File: src/rtl/aux_pkt_sched.sv
module aux_pkt_sched #(
  parameter int BUF_WORDS = 5
) (
  input  logic        clk,
  input  logic        rst_n,
  input  logic        wr_en,
  input  logic        wr_is_data,
  input  logic [31:0] wr_data,
  input  logic        vsync,
  output logic        out_valid,
  input  logic        out_ready,
  output logic [7:0]  out_data,
  output logic        out_last,
  output logic [1:0]  out_type,
  output logic [1:0]  out_port
);
  localparam int NBYTES = BUF_WORDS * 4;
  localparam int PW     = $clog2(BUF_WORDS + 1);
  localparam int BW     = $clog2(NBYTES);

  logic        gen_q, phase;
  logic [1:0]  port_q, sel_q, freq_q, cur, port_o;
  logic [2:0]  ten_q, pend, queue, full, due, grant, pend_set, pend_clr;
  logic        busy;
  logic [BW-1:0] bidx;
  logic [PW-1:0] ptr [3];
  logic [31:0]   mem [3][BUF_WORDS];

  wire ctl_wr = wr_en & ~wr_is_data;
  wire dat_wr = wr_en & wr_is_data;
  wire [2:0] ten_new = {wr_data[24], wr_data[22], wr_data[21]};
  wire [1:0] nsel    = (wr_data[20:19] == 2'd3) ? 2'd2 : wr_data[20:19];
  wire       nsel_ok = wr_data[20:19] != 2'd2;
  wire [1:0] bsel    = (sel_q == 2'd3) ? 2'd2 : sel_q;
  wire       bsel_ok = sel_q != 2'd2;
  wire       ld_ok   = dat_wr && bsel_ok && (ptr[bsel] < PW'(BUF_WORDS));

  always_ff @(posedge clk or negedge rst_n)
    if (!rst_n) begin
      gen_q <= 1'b0; port_q <= '0; ten_q <= '0; sel_q <= '0; freq_q <= '0;
    end else if (ctl_wr) begin
      gen_q  <= wr_data[31];
      port_q <= wr_data[30:29];
      ten_q  <= ten_new;
      sel_q  <= wr_data[20:19];
      freq_q <= wr_data[17:16];
    end

  always_ff @(posedge clk or negedge rst_n)
    if (!rst_n) begin
      for (int i = 0; i < 3; i++) ptr[i] <= '0;
      full <= '0;
    end else if (ctl_wr) begin
      if (nsel_ok) ptr[nsel] <= '0;
    end else if (ld_ok) begin
      ptr[bsel]  <= ptr[bsel] + 1'b1;
      full[bsel] <= (ptr[bsel] == PW'(BUF_WORDS - 1));
    end

  always_ff @(posedge clk)
    if (ld_ok) mem[bsel][ptr[bsel][BW-3:0]] <= wr_data;

  always_comb
    for (int i = 0; i < 3; i++)
      due[i] = vsync && gen_q && ten_q[i] && full[i] &&
               ((freq_q == 2'd0 && pend[i]) || freq_q == 2'd1 ||
                (freq_q == 2'd2 && !phase));

  assign pend_set = ctl_wr ? (ten_new & ~ten_q) : 3'b000;
  assign pend_clr = (freq_q == 2'd0) ? due : 3'b000;

  assign grant = queue[0] ? 3'b001 : queue[1] ? 3'b010 : queue[2] ? 3'b100 : 3'b000;
  wire fin   = out_valid && out_ready && out_last;
  wire start = gen_q && (|queue) && (!busy || fin);

  always_ff @(posedge clk or negedge rst_n)
    if (!rst_n) begin
      pend <= '0; phase <= 1'b0; queue <= '0;
    end else begin
      pend  <= (pend & ~pend_clr) | pend_set;
      phase <= gen_q ? (phase ^ vsync) : 1'b0;
      queue <= gen_q ? ((queue & ~(start ? grant : 3'b000)) | due) : 3'b000;
    end

  always_ff @(posedge clk or negedge rst_n)
    if (!rst_n) begin
      busy <= 1'b0; cur <= '0; bidx <= '0; port_o <= '0;
    end else if (start) begin
      busy   <= 1'b1;
      cur    <= grant[0] ? 2'd0 : grant[1] ? 2'd1 : 2'd2;
      bidx   <= '0;
      port_o <= port_q;
    end else if (fin) begin
      busy <= 1'b0;
    end else if (out_valid && out_ready) begin
      bidx <= bidx + 1'b1;
    end

  wire [31:0] word = mem[cur][bidx[BW-1:2]];
  assign out_valid = busy;
  assign out_data  = word[{bidx[1:0], 3'b000} +: 8];
  assign out_last  = busy && (bidx == BW'(NBYTES - 1));
  assign out_type  = cur;
  assign out_port  = port_o;

  p_hold_r10: assert property (@(posedge clk) disable iff (!rst_n)
    (out_valid && !out_ready) |=> (out_valid && $stable(out_data) && $stable(out_last)
                                   && $stable(out_type) && $stable(out_port)));
  p_gen_off_idle_r9: assert property (@(posedge clk) disable iff (!rst_n)
    (!gen_q && !busy) |=> !out_valid);
  p_phase_off_r7: assert property (@(posedge clk) disable iff (!rst_n)
    !gen_q |=> !phase);
  p_full_emit_r4: assert property (@(posedge clk) disable iff (!rst_n)
    (out_valid && bidx == '0) |-> full[cur]);
  p_restart_r2: assert property (@(posedge clk) disable iff (!rst_n)
    fin |=> (!out_valid || bidx == '0));
endmodule

File: config.mk
export PLATFORM = sky130hd
export DESIGN_NAME = aux_pkt_sched
export DESIGN_NICKNAME = d
export VERILOG_FILES = /design/src/rtl/aux_pkt_sched.sv
export SDC_FILE = /design/constraint.sdc
export NUM_CORES = 1
export LEC_CHECK = 0
export BUFFER_PORTS_ARGS = -buffer_cell sky130_fd_sc_hd__buf_2
export CELL_PAD_IN_SITES_DETAIL_PLACEMENT = 1
export CELL_PAD_IN_SITES_GLOBAL_PLACEMENT = 2
export CORE_MARGIN = 1.5
export CORE_UTILIZATION = 48
export DETAILED_ROUTE_END_ITERATION = 12
export PLACE_DENSITY_LB_ADDON = 0.05
export SYNTH_ARGS = -nofsm -noshare
export SYNTH_HDL_FRONTEND = slang
export SYNTH_SLANG_ARGS = --single-unit
File: constraint.sdc
create_clock -name clk -period 3.4 [get_ports clk]
set_input_delay 0.68 -clock clk [delete_from_list [all_inputs] [get_ports clk]]
set_output_delay 0.68 -clock clk [all_outputs]
set_load 0.02 [all_outputs]
==> results of run 1 <==
## critical path, stage by stage (launching register included)
cell and delay [ns]:
dfrtp_4 0.52, buf_12 0.15, buf_12 0.14, buf_16 0.16
buf_4 0.17, mux2i_2 0.20, o21ai_1 0.11, a211oi_1 0.26
a21oi_1 0.15, a32o_2 0.28, buf_6 0.14
## report_power, final
group / total [mW] / leakage (nW) / internal (mW) / switching, mW
Combinational: 4.66 / 2.64 / 1.98 / 2.68
Sequential: 7.51 / 4.80 / 7.27 / 0.242
Clock: 5.75 / 0.821 / 3.31 / 2.44
## metrics by stage
step | cells | cell area [um^2] | hold slack [ns]
after floorplan | 1161 | 20800 | 0.384
after global placement | 1821 | 22400 | 0.459
after detailed placement | 1821 | 22400 | 0.465
after CTS | 1962 | 24700 | 0.247
after global routing | 1963 | 24800 | 0.312
final | 1964 | 24800 | 0.230
## layout make-up
cell class                      instances  area, um^2  share of cell area, %
Antenna cell                            1        2.50                 0.0101
Clock inverter                         23         176                  0.711
Sequential cell                       519       15400                   62.1
Inverter                               10        37.5                  0.151
Multi-Input combinational cell        571        5190                   20.9
Timing Repair Buffer                  176        1740                   7.01
Tap cell                              585         732                   2.95
Clock buffer                           79        1520                   6.12
## per-layer routing
metal / up-vias / wire [um] / track usage [%]
li1: 5014 / - / -
met1: 6259 / 25500 / 38.3
met2: 382 / 27600 / 42.5
met4: 0 / 1690 / 9.09
met5: - / 0 / 0
met3: 97 / 3310 / 4.22
## state kept, by name, summed over array words and instances (netlist names), 2 cells and up
register  cells
full          3
freq_q        2
out_type      2
bidx          5
pend          3
sel_q         2
ten_q         3
ptr           9
port_q        2
queue         3
out_port      2
mem         480
## Yosys cell counts, drive strengths merged, types with 13 or more instances
cell,number
mux2i,105
buf,39
nand2,88
o211ai,13
o21ai,49
edfxtp,480
nand3,21
clkbuf,22
mux2,30
mux4,61
a221oi,15
dfrtp,39
a21oi,24
nor2,40
## worst paths after layout
path	from	endpoint
max in group asynchronous	rst_n	bidx[3]
setup reg to reg	sel_q[0]	mem[0][40]
min in group clk	wr_data[11]	mem[2][43]
hold reg to reg	ptr[2]	ptr[2]
setup / recovery	out_type[0]	out_data[1]
hold / removal	rst_n	sel_q[0]
## kinds of logic after synthesis
group | count (synthesis)
AO/OA/AOI/OAI | 171
XOR/XNOR | 5
adder cells (fa/ha/maj) | 3
buffers and inverters | 71
flip-flops | 519
multiplexers | 196
AND/OR/NAND/NOR | 196
## repair_timing
item / CTS / global route
gates cloned: 5 / 0
endpoints found under the setup margin: 8 / 8
gates resized for setup: 67 / 19
pin swaps: 19 / 9
setup buffers: 34 / 1
==> qor.yml, run 1 <==
place_congestion: 0.774
netlist_top_cells_area: "edfxtp_1, mux4_2, mux2i_1"
syn_nets: 1202
crit_fanout: 14
cellLeakagePower_nw: 8.26
muxShareOfSynthArea_pct: 13.4
setup-violations-final: 8
startpoint_type: "flip-flop"
slew_viol_final: 0
clockRootBuffer: "clkbuf_16"
synth_top_family_by_area: "multiplexers"
postSynth.asyncResetShare_pct: 7.51
grtUsageTotal_pct: 26.9
status: "complete, but fails checks"
synthFlopType: "edfxtp_1"
post-route-period-util_pct: 105
num_io_pins: 52
worst_pin_slew_ns: 0.997
synth_compound_area_share_pct: 5.57
dp_hpwl_um: 32400
ant_nets: 0
num_vias: 11800
syn_to_final_growth_pct: 19.5
dr.pass1.iters: 5
max_slew_margin_pct: 33.5
synth-edff-count: 480
p_per_area_nw_per_um2: 722
chipWidth_um: 211
required_ns: 2.72
final_cell_mix: "edfxtp_1, mux2i_1, nand2_1"
synth_top_area_cell: "edfxtp_1"
violations: "negative setup slack"
antenna_found_initial: 2
worstSetupPathType: "flip-flop to output port"
reg2regPathDepth: 6
fillers: 3841
power.total_mw: 17.9
ff2ff_setup_slack_ns: 0.73
grt_max_degree: 40
synth_simple_gate_area_share_pct: 4.29
ir_drop_v: 0.000455
ys_warn_count: 0
clk_pin_slew_worst_paths_ns: 0.06
hold_violations: 0
cp.arrival_ns: 2.89
grt-ovfl-total: 0
die_y_um: 211
drt-initial-drc-count: 1029
netlist.area_leader.share_pct: 69.4
synthXorXnorAreaFrac_pct: 0.211
syn_inst: 1161
period_needed_ns: 3.57
holdCritPathClass: "primary input to async pin"
drc_errors: 0
die-area_um2: 44500
postCtsHoldBufs: 0
num_rows: 76
yosysUniqueCellTypes: 61
drt-total-wl_um: 58100
postLayoutSetupSlackWorst_ns: -0.167
grt_pass1_wl_um: 84500
dp_slack_ns: 0.280
cts_buffers: 55
syn_area_per_cell_um2: 17.9
layout_commonest_cell: "edfxtp_1"
rsz0062_at_grt: "true"
clock-sinks: 519
clock_latency_ns: 0.59
max_cap_violations: 0
synth-seq-cells: 519
cp-end-kind: "output port"
cts_tree: "built"
synth_fa_ha_area_share_pct: 0.181
ys_seq_area_share_pct: 74.1
viasPerCell: 5.98
final_nets: 1374
max_freq_mhz: 280
start_util_pct: 48.4
setup_tns_ns: -0.912
core_area_um2: 42900
io_buffer_count: 51
synth_area_um2: 20800
clk_path_buf_depth: 3
first_global_vias: 12300
layout-drive-gt1-share_pct: 29.0
final_core_util_pct: 57.8
skew_ns: 0.0107
avgRoutedWirePerCell_um: 29.6
cts.htree.levels: 2
(Power assumes the default switching activity.)
==> run 2: changes to the inputs <==
Settings changed: PLACE_DENSITY_LB_ADDON 0.05 to 0.1, REMOVE_ABC_BUFFERS set to 1.
==> run 2 against run 1 <==
Net effect:
- the flow still finishes with violations (negative setup slack)
- register-to-register slack worse by 0.15 ns
- largest power group unchanged
- sequential power down 0.5%
- combinational power down 1%
- highest routed layer unchanged
==> qor.yml, run 2 (synthesis gave the netlist of run 1 again) <==
max_freq_mhz: 283
crit_start: "bidx[2]"
p_per_area_nw_per_um2: 723
ir_drop_v: 0.000538
max_cap_violations: 0
max_slew_margin_pct: 35.8
cts_tree: "built"
cp_num_buf_inv: 3
io_buffer_count: 51
ant_nets: 0
clockRootBuffer: "clkbuf_16"
syn_to_final_growth_pct: 20.1
power.total_mw: 18.0
grt_pass1_wl_um: 80400
multi_input_area_um2: 5330
hold_violations: 0
clock-sinks: 519
max_stage_delay_ns: 0.49
grt_max_degree: 43
clk_pin_slew_worst_paths_ns: 0.06
start_util_pct: 48.4
num_io_pins: 52
cts.htree.levels: 2
final_cell_mix: "edfxtp_1, mux2i_1, nand2_1"
slew_viol_final: 0
grt-ovfl-total: 0
drc_errors: 0
rr_startpoint: "sel_q[0]"
core_area_um2: 42900
startpoint_type: "flip-flop"
setup-violations-final: 7
crit_fanout: 6
die-area_um2: 44500
worstSetupPathType: "flip-flop to output port"
final_nets: 1358
status: "complete, but fails checks"
fillers: 3764
cts_buffers: 54
required_ns: 2.72
die_y_um: 211
setup_tns_ns: -0.659
seqCellArea_um2: 15400
cellLeakagePower_nw: 8.26
num_vias: 11500
worst_pin_slew_ns: 0.964
grtUsageTotal_pct: 25.4
avgRoutedWirePerCell_um: 28.4
drt-initial-drc-count: 915
clk_path_buf_depth: 3
period_needed_ns: 3.53
num_rows: 76
cp-end-kind: "output port"
critPathSlowestCell: "dfrtp_4"
clock_latency_ns: 0.61
skew_ns: 0.0159
crit_family: "compound AO/OA/AOI/OAI gates"
rsz0062_at_grt: "true"
antenna_found_initial: 0
cp.arrival_ns: 2.85
viasPerCell: 5.91
crit_path_cell_trace: "buf_12 -> buf_4 -> mux4_2 -> a22oi_1 -> nand3_1 -> a32o_2 -> buf_6"
post-route-period-util_pct: 104
place_congestion: 0.794
chipWidth_um: 211
largest_reg_flops: 480
violations: "negative setup slack"
drt-total-wl_um: 55200
first_global_vias: 12100
layout-drive-gt1-share_pct: 29.5
holdCritPathClass: "primary input to async pin"
layout_commonest_cell: "edfxtp_1"
dp_hpwl_um: 31400
diodes: 0
dr.pass1.iters: 5
postLayoutSetupSlackWorst_ns: -0.135
==> run 2: changes by cell type in the layout (fill, tap and decap cells not counted), sizes merged <==
cell / previous run / this run
clkbuf: 79 / 73
bufinv: 3 / 5
diode: 1 / 0
bufbuf: 3 / 0
buf: 173 / 160
==> run 2: path summary, 6_finish.rpt <==
path / to / slack (ns) / cells after the start
min in group clk: mem[0][73] / 0.44 / 1
max reg2reg: mem[0][90] / 0.58 / 6
max: out_data[1] / -0.13 / 7
min reg2reg: ptr[0] / 0.47 / 1
min: ptr[4] / 0.24 / 1
max in group asynchronous: out_type[0] / 2.44 / 1
==> run 2: power breakdown <==
part           total (mW)  internal, mW  switching (mW)
clock network        5.94          3.54            2.40
logic                4.61          1.93            2.68
registers            7.47          7.26           0.202
==> run 2: routing by layer <==
metal	part of all wire (%)	vias to the layer above	GRT usage [%]
li1	-	4971	-
met1	43	6099	35.0
met2	50	328	41.7
met3	4.9	85	4.40
met4	2.5	0	7.81
met5	0	-	0
==> run 2: final cells by class <==
type / count / area share, %
tap: 585 / 2.94
multi-input combinational: 571 / 21.4
inverter: 10 / 0.151
clock buffer: 72 / 6.20
sequential: 519 / 61.8
timing repair buffer: 161 / 6.58
clock inverter: 25 / 0.969
==> run 2: through the flow <==
| step | cells | utilization (%) | hold slack (ns) | setup WS, ns | instance area, um^2 |
|---|---|---|---|---|---|
| 5_1_grt | 1943 | 58.1 | 0.292 | -0.216 | 24900 |
| 2_1_floorplan | 1100 | - | 0.384 | -2.82 | 20300 |
| 3_5_place_dp | 1811 | 52.0 | 0.465 | 0.315 | 22300 |
| 3_3_place_gp | 1811 | 52.0 | 0.463 | 0.274 | 22300 |
| 6_report | 1943 | 58.1 | 0.240 | -0.135 | 24900 |
| 4_1_cts | 1929 | 57.3 | 0.248 | -0.174 | 24600 |
==> run 2: worst reg2reg max path: stages (launching register included) <==
cell and delay (ns):
dfrtp_1 0.51, mux2i_1 0.34, o21ai_0 0.29, nor3_1 0.31, nand2_1 0.25, nor2_4 0.48
buf_12 0.32
==> run 2: repair_timing <==
action | CTS | global route
buffers inserted | 20 | 13
setup endpoints to repair | 8 | 8
hold buffers | 0 | 0
cloned | 2 | 1
resized for setup | 66 | 47
pin swaps | 18 | 26
==> run 3: changes to the inputs <==
Settings changed: SKIP_CTS_REPAIR_TIMING set to 1.
==> run 3 against run 2 <==
Net effect:
- the run still ends with negative setup slack left
- clock skew rose by 0.00083 ns
- core utilization fell by 0.77 points
- sequential share of layout area rose by 0.83 points
- critical path type unchanged
- critical endpoint is now out_data[6]
==> qor.yml, run 3 (synthesis gave the netlist of run 1 again) <==
max_cap_violations: 0
crit_fanout: 6
syn_to_final_growth_pct: 18.5
holdCritPathClass: "primary input to async pin"
period_needed_ns: 3.55
final_nets: 1345
drt-total-wl_um: 54700
status: "complete, but fails checks"
multi_input_area_um2: 5170
start_util_pct: 48.4
seqCellArea_um2: 15400
die-area_um2: 44500
max_slew_margin_pct: 35.9
avgRoutedWirePerCell_um: 28.3
die_y_um: 211
viasPerCell: 5.92
fillers: 3803
setup-violations-final: 8
clk_path_buf_depth: 3
skew_ns: 0.0167
final_area_um2: 24600
crit_path_cell_trace: "buf_12 -> buf_6 -> mux2_4 -> mux4_2 -> a221o_1 -> a21oi_2 -> o22ai_2 -> buf_6"
num_io_pins: 52
cts.htree.levels: 2
cp-end-kind: "output port"
max_freq_mhz: 282
clock_latency_ns: 0.60
post-route-period-util_pct: 104
ir_drop_v: 0.000536
worst_pin_slew_ns: 0.961
largest_reg_flops: 480
cts_buffers: 54
rsz0062_at_grt: "true"
chipWidth_um: 211
cp_common_cell: "buf_6"
grt_max_degree: 43
required_ns: 2.72
dp_hpwl_um: 31400
drt-initial-drc-count: 878
postLayoutSetupSlackWorst_ns: -0.149
io_buffer_count: 51
violations: "negative setup slack"
cellLeakagePower_nw: 8.13
cts_tree: "built"
startpoint_type: "flip-flop"
final_cell_mix: "edfxtp_1, mux2i_1, nand2_1"
worstSetupPathType: "flip-flop to output port"
slew_viol_final: 0
clockRootBuffer: "clkbuf_16"
clock-sinks: 519
place_congestion: 0.794
place_inst: 1811
crit_family: "multiplexers"
num_rows: 76
cp_num_buf_inv: 3
dr.pass1.iters: 5
ant_nets: 0
final-instance-count-excl-fill: 1930
max_stage_delay_ns: 0.49
diodes: 0
cp.arrival_ns: 2.87
dp_slack_ns: 0.315
critPathSlowestCell: "dfrtp_4"
setup_tns_ns: -0.816
layout-drive-gt1-share_pct: 27.6
num_vias: 11400
core_area_um2: 42900
first_global_vias: 12000
placed_cell_area_um2: 22300
drc_errors: 0
p_per_area_nw_per_um2: 723
clk_pin_slew_worst_paths_ns: 0.06
antenna_found_initial: 0
layout_commonest_cell: "edfxtp_1"
hold_violations: 0
grt-ovfl-total: 0
grtUsageTotal_pct: 25.1
grt_pass1_wl_um: 79300
[run 3: cell count changes in the layout (fill, tap and decap cells not counted), moves of 4 or more]
cell / change
buf_4: -5
o21ai_0: +5
buf_12: -4
buf_6: -4
mux4_1: -4
mux4_2: +4
o21ai_1: -4
[run 3: final timing paths]
check	startpoint	to	slack [ns]	cells past startpoint
max	out_type[0]	out_data[6]	-0.15	8
min	rst_n	ptr[4]	0.24	1
max reg2reg	sel_q[0]	mem[0][90]	0.59	6
min reg2reg	ptr[0]	ptr[0]	0.47	1
max in group asynchronous	rst_n	out_type[0]	2.44	1
min in group clk	wr_data[9]	mem[0][73]	0.44	1
[run 3: layout make-up]
cell class | count | share of cell area [%]
clock buffers | 72 | 6.28
clock inverters | 25 | 0.982
inverters | 10 | 0.153
multi-input cells | 571 | 21.0
flip-flops and latches | 519 | 62.6
well taps | 585 | 2.98
repair buffers | 148 | 5.95
[run 3: metal layers]
metal	global-route usage (%)	up-vias	share of wire, %
met5	0	-	0
met4	7.19	0	2.3
met3	4.10	77	5.7
met2	41.2	346	49
met1	34.9	6069	43
li1	-	4941	-
[run 3: report_power, final]
| part | switching (mW) | internal (mW) |
|---|---|---|
| sequential | 0.202 | 7.26 |
| clock | 2.40 | 3.54 |
| combinational | 2.56 | 1.81 |
| total | 5.16 | 12.6 |
[run 3: per-stage QoR]
step           utilization [%]  total power [mW]  hold WS (ns)
2_1_floorplan                -              9.81         0.384
3_3_place_gp              52.0              11.5         0.463
3_5_place_dp              52.0              11.5         0.465
4_1_cts                   56.2              17.5         0.248
5_1_grt                   57.3              18.4         0.292
6_report                  57.3              17.8         0.243
